$ cat config.mk
export PLATFORM = sky130hd
export DESIGN_NAME = pl_stall_ctrl
export DESIGN_NICKNAME = d
export VERILOG_FILES = /design/src/rtl/pl_ctrl_pkg.sv /design/src/rtl/pl_miss_fsm.sv /design/src/rtl/pl_stage_track.sv /design/src/rtl/pl_evt_cnt.sv /design/src/rtl/pl_stall_ctrl.sv
export SDC_FILE = /design/constraint.sdc
export NUM_CORES = 1
export LEC_CHECK = 0
export ABC_AREA = 1
export BUFFER_PORTS_ARGS = -buffer_cell sky130_fd_sc_hd__buf_2
export CAP_MARGIN = 5
export CELL_PAD_IN_SITES_DETAIL_PLACEMENT = 1
export CELL_PAD_IN_SITES_GLOBAL_PLACEMENT = 1
export CORE_UTILIZATION = 24
export DETAILED_ROUTE_END_ITERATION = 10
export HOLD_SLACK_MARGIN = 0.1
export PLACE_DENSITY_LB_ADDON = 0.25
export REMOVE_ABC_BUFFERS = 1
export SYNTH_ARGS = -nofsm -noshare
export SYNTH_HDL_FRONTEND = slang
export SYNTH_HIERARCHICAL = 1
export SYNTH_SLANG_ARGS = --single-unit
$ cat constraint.sdc
create_clock -name clk -period 1.7 [get_ports clk]
set_input_delay 0 -clock clk [delete_from_list [all_inputs] [get_ports clk]]
set_output_delay 0 -clock clk [all_outputs]
set_load 0.005 [all_outputs]
$ cat src/rtl/pl_ctrl_pkg.sv
package pl_ctrl_pkg;
    typedef enum logic [1:0] {
        S_RUN    = 2'd0,
        S_DHOLD  = 2'd1,
        S_IFILL  = 2'd2,
        S_IPAUSE = 2'd3
    } ctl_state_e;
endpackage

$ cat src/rtl/pl_miss_fsm.sv
module pl_miss_fsm
    import pl_ctrl_pkg::*;
#(
    parameter int IMISS_CYC = 4
) (
    input  logic clk,
    input  logic rst_n,
    input  logic ic_miss_req,
    input  logic dc_miss,
    output logic hold,
    output logic freeze
);
    localparam int RW = $clog2(IMISS_CYC + 1);
    localparam logic [RW-1:0] LOAD = RW'(IMISS_CYC);
    localparam logic [RW-1:0] ONE  = RW'(1);

    ctl_state_e state, nxt;
    logic [RW-1:0] remain;
    logic          fill_on;
    logic          accept;

    always_ff @(posedge clk or negedge rst_n) begin
        if (!rst_n) state <= S_RUN;
        else        state <= nxt;
    end

    always_comb begin
        nxt = state;
        unique case (state)
            S_RUN, S_DHOLD: begin
                if (ic_miss_req) nxt = dc_miss ? S_IPAUSE : S_IFILL;
                else             nxt = dc_miss ? S_DHOLD  : S_RUN;
            end
            S_IFILL, S_IPAUSE: begin
                if (dc_miss)            nxt = S_IPAUSE;
                else if (remain == ONE) nxt = S_RUN;
                else                    nxt = S_IFILL;
            end
            default: nxt = S_RUN;
        endcase
    end

    always_comb begin
        fill_on = (state == S_IFILL) || (state == S_IPAUSE);
        hold    = dc_miss;
        freeze  = fill_on && !dc_miss;
        accept  = !fill_on && ic_miss_req;
    end

    always_ff @(posedge clk or negedge rst_n) begin
        if (!rst_n)      remain <= '0;
        else if (accept) remain <= LOAD;
        else if (freeze) remain <= remain - ONE;
    end
endmodule

$ cat src/rtl/pl_stage_track.sv
module pl_stage_track #(
    parameter int STAGES = 6,
    parameter int LANES  = 4
) (
    input  logic                      clk,
    input  logic                      rst_n,
    input  logic                      hold,
    input  logic                      freeze,
    input  logic                      if_vld,
    input  logic [LANES-1:0]          if_mask,
    output logic [STAGES-1:0]         stage_en,
    output logic [STAGES-1:0]         stage_vld,
    output logic [STAGES*LANES-1:0]   slot_vld,
    output logic [STAGES-1:0]         stage_bub
);
    logic [LANES-1:0] slots [STAGES];

    always_comb stage_en[0] = !hold && !freeze && if_vld;

    always_ff @(posedge clk or negedge rst_n) begin
        if (!rst_n) begin
            stage_vld[0] <= 1'b0;
            slots[0]     <= '0;
            stage_bub[0] <= 1'b0;
        end else if (!hold) begin
            if (freeze) begin
                stage_vld[0] <= 1'b0;
                slots[0]     <= '0;
                stage_bub[0] <= 1'b1;
            end else begin
                stage_vld[0] <= if_vld;
                slots[0]     <= if_vld ? if_mask : '0;
                stage_bub[0] <= 1'b0;
            end
        end
    end

    for (genvar s = 1; s < STAGES; s++) begin : g_stage
        always_comb stage_en[s] = !hold && stage_vld[s-1];

        always_ff @(posedge clk or negedge rst_n) begin
            if (!rst_n) begin
                stage_vld[s] <= 1'b0;
                slots[s]     <= '0;
                stage_bub[s] <= 1'b0;
            end else if (!hold) begin
                stage_vld[s] <= stage_vld[s-1];
                slots[s]     <= slots[s-1];
                stage_bub[s] <= stage_bub[s-1];
            end
        end
    end

    for (genvar s = 0; s < STAGES; s++) begin : g_flat
        assign slot_vld[s*LANES +: LANES] = slots[s];
    end
endmodule

$ cat src/rtl/pl_evt_cnt.sv
module pl_evt_cnt #(
    parameter int W = 32
) (
    input  logic         clk,
    input  logic         rst_n,
    input  logic         clr,
    input  logic         inc,
    output logic [W-1:0] count
);
    always_ff @(posedge clk or negedge rst_n) begin
        if (!rst_n)   count <= '0;
        else if (clr) count <= '0;
        else if (inc) count <= count + W'(1);
    end
endmodule

$ cat src/rtl/pl_stall_ctrl.sv
module pl_stall_ctrl #(
    parameter int STAGES    = 6,
    parameter int LANES     = 4,
    parameter int IMISS_CYC = 4,
    parameter int CNT_W     = 32
) (
    input  logic                    clk,
    input  logic                    rst_n,
    input  logic                    if_bundle_vld,
    input  logic [LANES-1:0]        if_slot_mask,
    input  logic                    ic_miss_req,
    input  logic                    dc_miss,
    input  logic                    cnt_clr,
    output logic [STAGES-1:0]       stage_en,
    output logic [STAGES-1:0]       stage_vld,
    output logic [STAGES*LANES-1:0] slot_vld,
    output logic [STAGES-1:0]       stage_bub,
    output logic [CNT_W-1:0]        dstall_cnt,
    output logic [CNT_W-1:0]        imiss_cnt
);
    logic hold;
    logic freeze;

    pl_miss_fsm #(.IMISS_CYC(IMISS_CYC)) u_fsm (
        .clk(clk), .rst_n(rst_n), .ic_miss_req(ic_miss_req),
        .dc_miss(dc_miss), .hold(hold), .freeze(freeze)
    );

    pl_stage_track #(.STAGES(STAGES), .LANES(LANES)) u_track (
        .clk(clk), .rst_n(rst_n), .hold(hold), .freeze(freeze),
        .if_vld(if_bundle_vld), .if_mask(if_slot_mask),
        .stage_en(stage_en), .stage_vld(stage_vld),
        .slot_vld(slot_vld), .stage_bub(stage_bub)
    );

    pl_evt_cnt #(.W(CNT_W)) u_dcnt (
        .clk(clk), .rst_n(rst_n), .clr(cnt_clr), .inc(hold), .count(dstall_cnt)
    );

    pl_evt_cnt #(.W(CNT_W)) u_icnt (
        .clk(clk), .rst_n(rst_n), .clr(cnt_clr), .inc(freeze), .count(imiss_cnt)
    );
endmodule

* After elaboration in Yosys (flattened, before gate mapping) *
Cells that the tools add are included.

word-level totals
  register bits = 105
  output and inout bits = 106
  word-level logic and storage cells = 64

operators by class
  $add $sub $neg = 3
  equality and inequality tests = 4
  multiplexer cells = 16
  reductions and logical operators = 19

operator list
  cell                                                                   number
  32-bit two-way mux                                                     4
  32-bit by 1-bit adder with 32-bit output, second input constant        2
  1-bit logical AND                                                      9
  4-bit two-way mux                                                      2
  2-bit two-way mux                                                      3
  3-bit two-way mux                                                      2
  2-bit nonzero test                                                     3
  2-bit equality test, second input constant                             2
  1-bit two-way mux                                                      4
  2-bit case mux with 2 select lines                                     1
  2-bit OR reduction                                                     2
  3-bit by 1-bit equality test with 1-bit output, second input constant  1
  1-bit zero test                                                        3
  3-bit by 1-bit subtractor with 3-bit output, second input constant     1
  2-bit by 1-bit equality test with 1-bit output, second input constant  1
  2-bit zero test                                                        1
  1-bit logical OR                                                       1

* Logic depth before layout (Yosys ltp) *
  word-level depth = 6
  mapped depth = 11
  depth with buffers taken out = 11

* By module *
The synthesis kept the hierarchy.

modules (own cells, without submodules)
  module                times used  cells an instance  area an instance (um^2)  seq. area each (um^2)
  pl_evt_cnt at u_dcnt  1           274                1,948.1                  800.8
  pl_evt_cnt at u_icnt  1           273                1,889.3                  800.8
  pl_stage_track        1           148                1,388.8                  900.9
  pl_miss_fsm           1           26                 220.2                    100.1

* Worst setup path before layout *
OpenSTA, ideal clock, no wires.

  kind = flip-flop to flip-flop
  from = register u_fsm.state[1]
  to = register u_icnt.count[26]
  arrival = 1.311 ns
  required time = 1.581 ns
  setup slack = 0.270 ns
  stages on the path, launching flop included = 10
  buffers on the path = 0
  clock period less this slack = 1.430 ns
  cell sequence = dfrtp_1 > nand2_2 > inv_1 > nor2_4 > nor2_4 > nand2_2 > nor2_1 > nand3_1 > nand2_1 > nor2_1

on the way
  cells in the longest elaborated chain, start to end = 4

RTL lines
  item                              RTL line             source
  start, declared                   pl_miss_fsm.sv:17    ctl_state_e state, nxt;
  start signal, assigned            pl_miss_fsm.sv:24    else state <= nxt;
  2-bit equality test               pl_miss_fsm.sv:44    fill_on = (state == S_IFILL) || (state == S_IPAUSE);
  1-bit logical OR (*)              pl_miss_fsm.sv:44
  1-bit logical AND (*)             pl_miss_fsm.sv:46    freeze = fill_on && !dc_miss;
  named net freeze                  pl_stall_ctrl.sv:22  logic freeze;
  2-bit nonzero test (no line) (*)  -
  end signal, assigned              pl_evt_cnt.sv:13     else if (inc) count <= count + W'(1);
  end, declared                     pl_evt_cnt.sv:8      output logic [W-1:0] count

The timed path passes the listed nets; every way through them passes the cells marked *.
A chain may end at the register's enable or synchronous reset.

* Worst setup path in the final report *
  from = input dc_miss
  to = output stage_en[0]

on the way
  cells in the longest elaborated chain, start to end = 5

RTL lines
  item                                 RTL line              source
  start, declared                      pl_stall_ctrl.sv:12   input logic dc_miss,
  1-bit zero test (*)                  -
  1-bit logical AND                    pl_miss_fsm.sv:46
  1-bit zero test                      pl_stage_track.sv:18  always_comb stage_en[0] = !hold && !freeze && if_vld;
  1-bit logical AND (*) (2 in series)  pl_stage_track.sv:18
  end, declared                        pl_stall_ctrl.sv:14   output logic [STAGES-1:0] stage_en,

Mark *: on every way between the ends. The rest lies on a longest branch, timed or not.

==> flow_results.xml <==
<?xml version="1.0" encoding="UTF-8"?>
<metrics>
  <group name="drt">
    <metric name="drt_pre_antenna_iters" unit="">6</metric>
    <metric name="detail_route.drc_violations" unit="">0</metric>
    <metric name="detail-route-antenna-nets" unit="">0</metric>
    <metric name="wirelength" unit="mm">16.38</metric>
    <metric name="num_vias" unit="">4950</metric>
    <metric name="first_iter_violations" unit="">193</metric>
    <metric name="detail_route.vias_per_cell" unit="">4.335</metric>
    <metric name="avgRoutedWirePerCell" unit="um">14.34</metric>
  </group>
  <group name="placement">
    <metric name="worst_setup_slack_before_clock_tree_synthesis" unit="ns">0.1063</metric>
    <metric name="hpwl" unit="mm">12.45</metric>
    <metric name="place.port_buffers" unit="">115</metric>
    <metric name="postPlaceCellArea" unit="sq um">6395</metric>
    <metric name="gpl.final_weighted_congestion" unit="">0.7685</metric>
    <metric name="place_inst" unit="">1114</metric>
  </group>
  <group name="timing">
    <metric name="max-slew-margin-rel" unit="">0.5594</metric>
    <metric name="report.final.setup_viol" unit="">0</metric>
    <metric name="setup_total_negative_slack" unit="ns">0</metric>
    <metric name="timing_hold_violations_final" unit="">0</metric>
    <metric name="layout_min_cycle_time" unit="ns">1.557</metric>
    <metric name="fin_worst_skew" unit="ns">0.008550</metric>
    <metric name="timing.hold.ws" unit="ns">0.1537</metric>
    <metric name="post-route-worst-setup-slack" unit="ns">0.1433</metric>
    <metric name="finalCritPeriodShare" unit="">0.9157</metric>
    <metric name="max_freq" unit="MHz">642.4</metric>
    <metric name="unrepaired_setup_endpoints_after_global_routing" unit="">no</metric>
    <metric name="timing_max_transition_violations_final" unit="">0</metric>
    <metric name="max_slew.worst_pin.slew" unit="ns">0.6602</metric>
  </group>
  <group name="worst_setup_path">
    <metric name="cp.arrival" unit="ns">1.56</metric>
    <metric name="timing.reg2reg.worst_path_depth" unit="">9</metric>
    <metric name="critical-path-slowest-cell" unit="">sky130_fd_sc_hd__dlygate4sd3_1</metric>
    <metric name="worst_path_largest_cell_delay" unit="ns">0.53</metric>
    <metric name="largest_fanout_on_the_critical_path" unit="">25</metric>
    <metric name="crit-reg2reg-launch" unit="">u_dcnt/count[1]$_DFFE_PN0P_</metric>
    <metric name="setup.reg_to_reg.worst_slack" unit="ns">0.18</metric>
    <metric name="worstPathCellList" unit="">dlygate4sd3_1 -&gt; buf_2 -&gt; buf_4 -&gt; inv_2 -&gt; nand2_1 -&gt; nor2_1 -&gt; buf_2</metric>
    <metric name="worst_ep_required_time" unit="ns">1.70</metric>
    <metric name="worst_setup_path_end_kind" unit="">primary output</metric>
    <metric name="critical_path_start" unit="">dc_miss</metric>
    <metric name="worstSetupPathType" unit="">input port to primary output</metric>
    <metric name="crit_path_frequent_cell" unit="">sky130_fd_sc_hd__buf_2</metric>
    <metric name="reg2reg_to" unit="">u_dcnt/count[20]$_DFFE_PN0P_</metric>
    <metric name="crit_end" unit="">stage_en[0]</metric>
    <metric name="worst_setup_path_start_kind" unit="">input port</metric>
  </group>
  <group name="global_route">
    <metric name="gr-usage-all-layers" unit="">0.1468</metric>
    <metric name="antenna_found_initial" unit="">0</metric>
    <metric name="grt_start_max_net_pins" unit="">37</metric>
    <metric name="grt_first_pass_wirelength" unit="mm">27.11</metric>
    <metric name="grt_pass1_vias" unit="">5014</metric>
    <metric name="grt_overflow_total" unit="">0</metric>
  </group>
  <group name="final_layout">
    <metric name="utilization" unit="">0.3096</metric>
    <metric name="final_cell_mix" unit="">203 x sky130_fd_sc_hd__nand2_1, 123 x sky130_fd_sc_hd__nor2_1, 114 x sky130_fd_sc_hd__buf_2, 102 x sky130_fd_sc_hd__dfrtp_1, 75 x sky130_fd_sc_hd__inv_1</metric>
    <metric name="layout-drive-gt1-share" unit="">0.2343</metric>
    <metric name="area_of_all_placed_cells_without_fillers" unit="sq um">6819</metric>
    <metric name="final_nets" unit="">871</metric>
    <metric name="n_fill_cell" unit="">2750</metric>
    <metric name="antenna_cells_inserted" unit="">0</metric>
    <metric name="area_growth" unit="%">25.20</metric>
    <metric name="layout.cells.non_filler" unit="">1142</metric>
    <metric name="final_common_cell" unit="">sky130_fd_sc_hd__nand2_1</metric>
  </group>
  <group name="clocking">
    <metric name="ctsLongestPathBuffers" unit="">2</metric>
    <metric name="clock_latency" unit="ns">0.35</metric>
    <metric name="ctsRootBufferMaster" unit="">sky130_fd_sc_hd__clkbuf_16</metric>
    <metric name="clock_tree.htree_level_count" unit="">3</metric>
    <metric name="tritoncts.num_buffers" unit="">9</metric>
    <metric name="cts.clk_slew.worst_paths" unit="ns">0.08</metric>
    <metric name="tritoncts_clock_tree" unit="">yes</metric>
    <metric name="cts.sink_count" unit="">104</metric>
  </group>
  <group name="power_and_ir_drop">
    <metric name="totalPowerFinal" unit="mW">5.650</metric>
    <metric name="leakage" unit="nW">3.502</metric>
    <metric name="power.density" unit="nW/um^2">828.5</metric>
    <metric name="worst_ir_drop_vdd" unit="V">0.0005143</metric>
  </group>
  <group name="logic_synthesis">
    <metric name="synthesis.yosys.warnings" unit="">6</metric>
    <metric name="proportion_of_netlist_area_held_by_the_largest_area_contributor" unit="">0.4778</metric>
    <metric name="synth_cells" unit="">721</metric>
    <metric name="synth.area.top_cells" unit="">sky130_fd_sc_hd__dfrtp_1 48%, sky130_fd_sc_hd__nand2_1 14%, sky130_fd_sc_hd__nor2_1 8.5%</metric>
    <metric name="synth_sequential_area_ratio" unit="">0.4778</metric>
    <metric name="ff_latch_count_synth" unit="">104</metric>
    <metric name="distinct_cell_type_count_after_synthesis" unit="">25</metric>
    <metric name="synth_top_cell_by_area" unit="">sky130_fd_sc_hd__dfrtp_1</metric>
    <metric name="postSynthAreaPerCell" unit="sq um">7.554</metric>
    <metric name="synth_area" unit="sq um">5446</metric>
  </group>
  <group name="floorplan">
    <metric name="initial_utilization" unit="">0.2473</metric>
    <metric name="fp.dieArea" unit="sq um">23300</metric>
    <metric name="floorplan.rows" unit="">54</metric>
    <metric name="die_w" unit="um">152.6</metric>
    <metric name="fp.coreArea" unit="sq um">22030</metric>
    <metric name="fp.dieH" unit="um">152.6</metric>
    <metric name="ioPinCount" unit="">116</metric>
  </group>
  <group name="outcome">
    <metric name="outcome" unit="">finished, final reports clean</metric>
  </group>
  <group name="run">
    <metric name="max_cap_viol_count" unit="">0</metric>
  </group>
  <group name="hold_path">
    <metric name="min-delay-path-class" unit="">input port to async pin</metric>
  </group>
</metrics>
cell usage after synthesis (all sizes together):
| library cell | number |
|---|---|
| dfrtp | 104 |
| inv | 81 |
| nand3 | 45 |
| xnor2 | 2 |
| o21ai | 47 |
| nand3b | 2 |
| nand4 | 7 |
| a2bb2oi | 2 |
| a21oi | 39 |
| nand2 | 221 |
| clkbuf | 2 |
| buf | 12 |
| nor2 | 151 |
| ha | 4 |
| nor3 | 2 |
cells by family (layout without fill, tap and decap cells):
| group | count (synthesis) | in the layout | synth area share |
|---|---|---|---|
| and+or+nand+nor | 428 | 428 | 0.3542 |
| xor gates and xnor gates | 2 | 2 | 0.003217 |
| AOI/OAI and AO/OA | 88 | 88 | 0.08224 |
| adders and majority gates | 4 | 4 | 0.009189 |
| DFF | 104 | 104 | 0.4778 |
| buffers and inverters | 95 | 236 | 0.07328 |
worst max-delay path: cells and delay by family:
kind	cells	cell delay (ns)
AND/OR/NAND/NOR	2	0.24
buffers and inverters	5	1.30
report_power, final:
| part | switching, mW | total, mW | internal, mW |
|---|---|---|---|
| Sequential | 0.145 | 2.81 | 2.66 |
| Clock | 0.964 | 2.04 | 1.08 |
| Combinational | 0.459 | 0.796 | 0.338 |
| Total | 1.57 | 5.65 | 4.08 |
final cells by class:
cell class	instances	area, sq um	share of cell area
timing repair buffer	139	808.3	0.1185
clock inverter	4	27.53	0.004037
inverter	81	304.0	0.04459
sequential	104	2605	0.3820
clock buffer	12	256.5	0.03761
multi-input combinational	522	2467	0.3618
tap	280	350.3	0.05138
flip-flops by register name, summed over array words and instances (netlist names):
signal / cells
u_icnt/count: 32
u_track/slot_vld: 24
u_dcnt/count: 32
u_fsm/state: 1
u_fsm/remain: 3
u_track/stage_vld: 6
u_track/stage_bub: 6
timing repair:
item                                    CTS  global route
setup buffers                             0             2
endpoints found under the setup margin    0            15
hold buffers                             10             0
gates resized for setup                   0             9
endpoints found under the hold margin   116             0
routing by layer:
layer,global-route usage,vias to the layer above,share of wire
li1,-,2535,-
met1,0.1853,2336,0.47
met2,0.2556,67,0.49
met3,0.02759,12,0.027
met4,0.03848,0,0.013
met5,0,-,0
how the worst min path moves through the flow:
stage,slack (ns),endpoint,cells after the start
final,0.15,u_track/slot_vld[21]$_DFFE_PN0N_,2
after global routing,0.21,u_track/slot_vld[21]$_DFFE_PN0N_,2
after CTS,0.17,u_track/slot_vld[22]$_DFFE_PN0N_,2
after detailed placement,0.01,u_track/slot_vld[22]$_DFFE_PN0N_,1
after global placement,0.02,u_track/slot_vld[21]$_DFFE_PN0N_,1
after floorplan,-0.30,u_dcnt/count[0]$_DFFE_PN0P_,0
(Power assumes the default switching activity.)
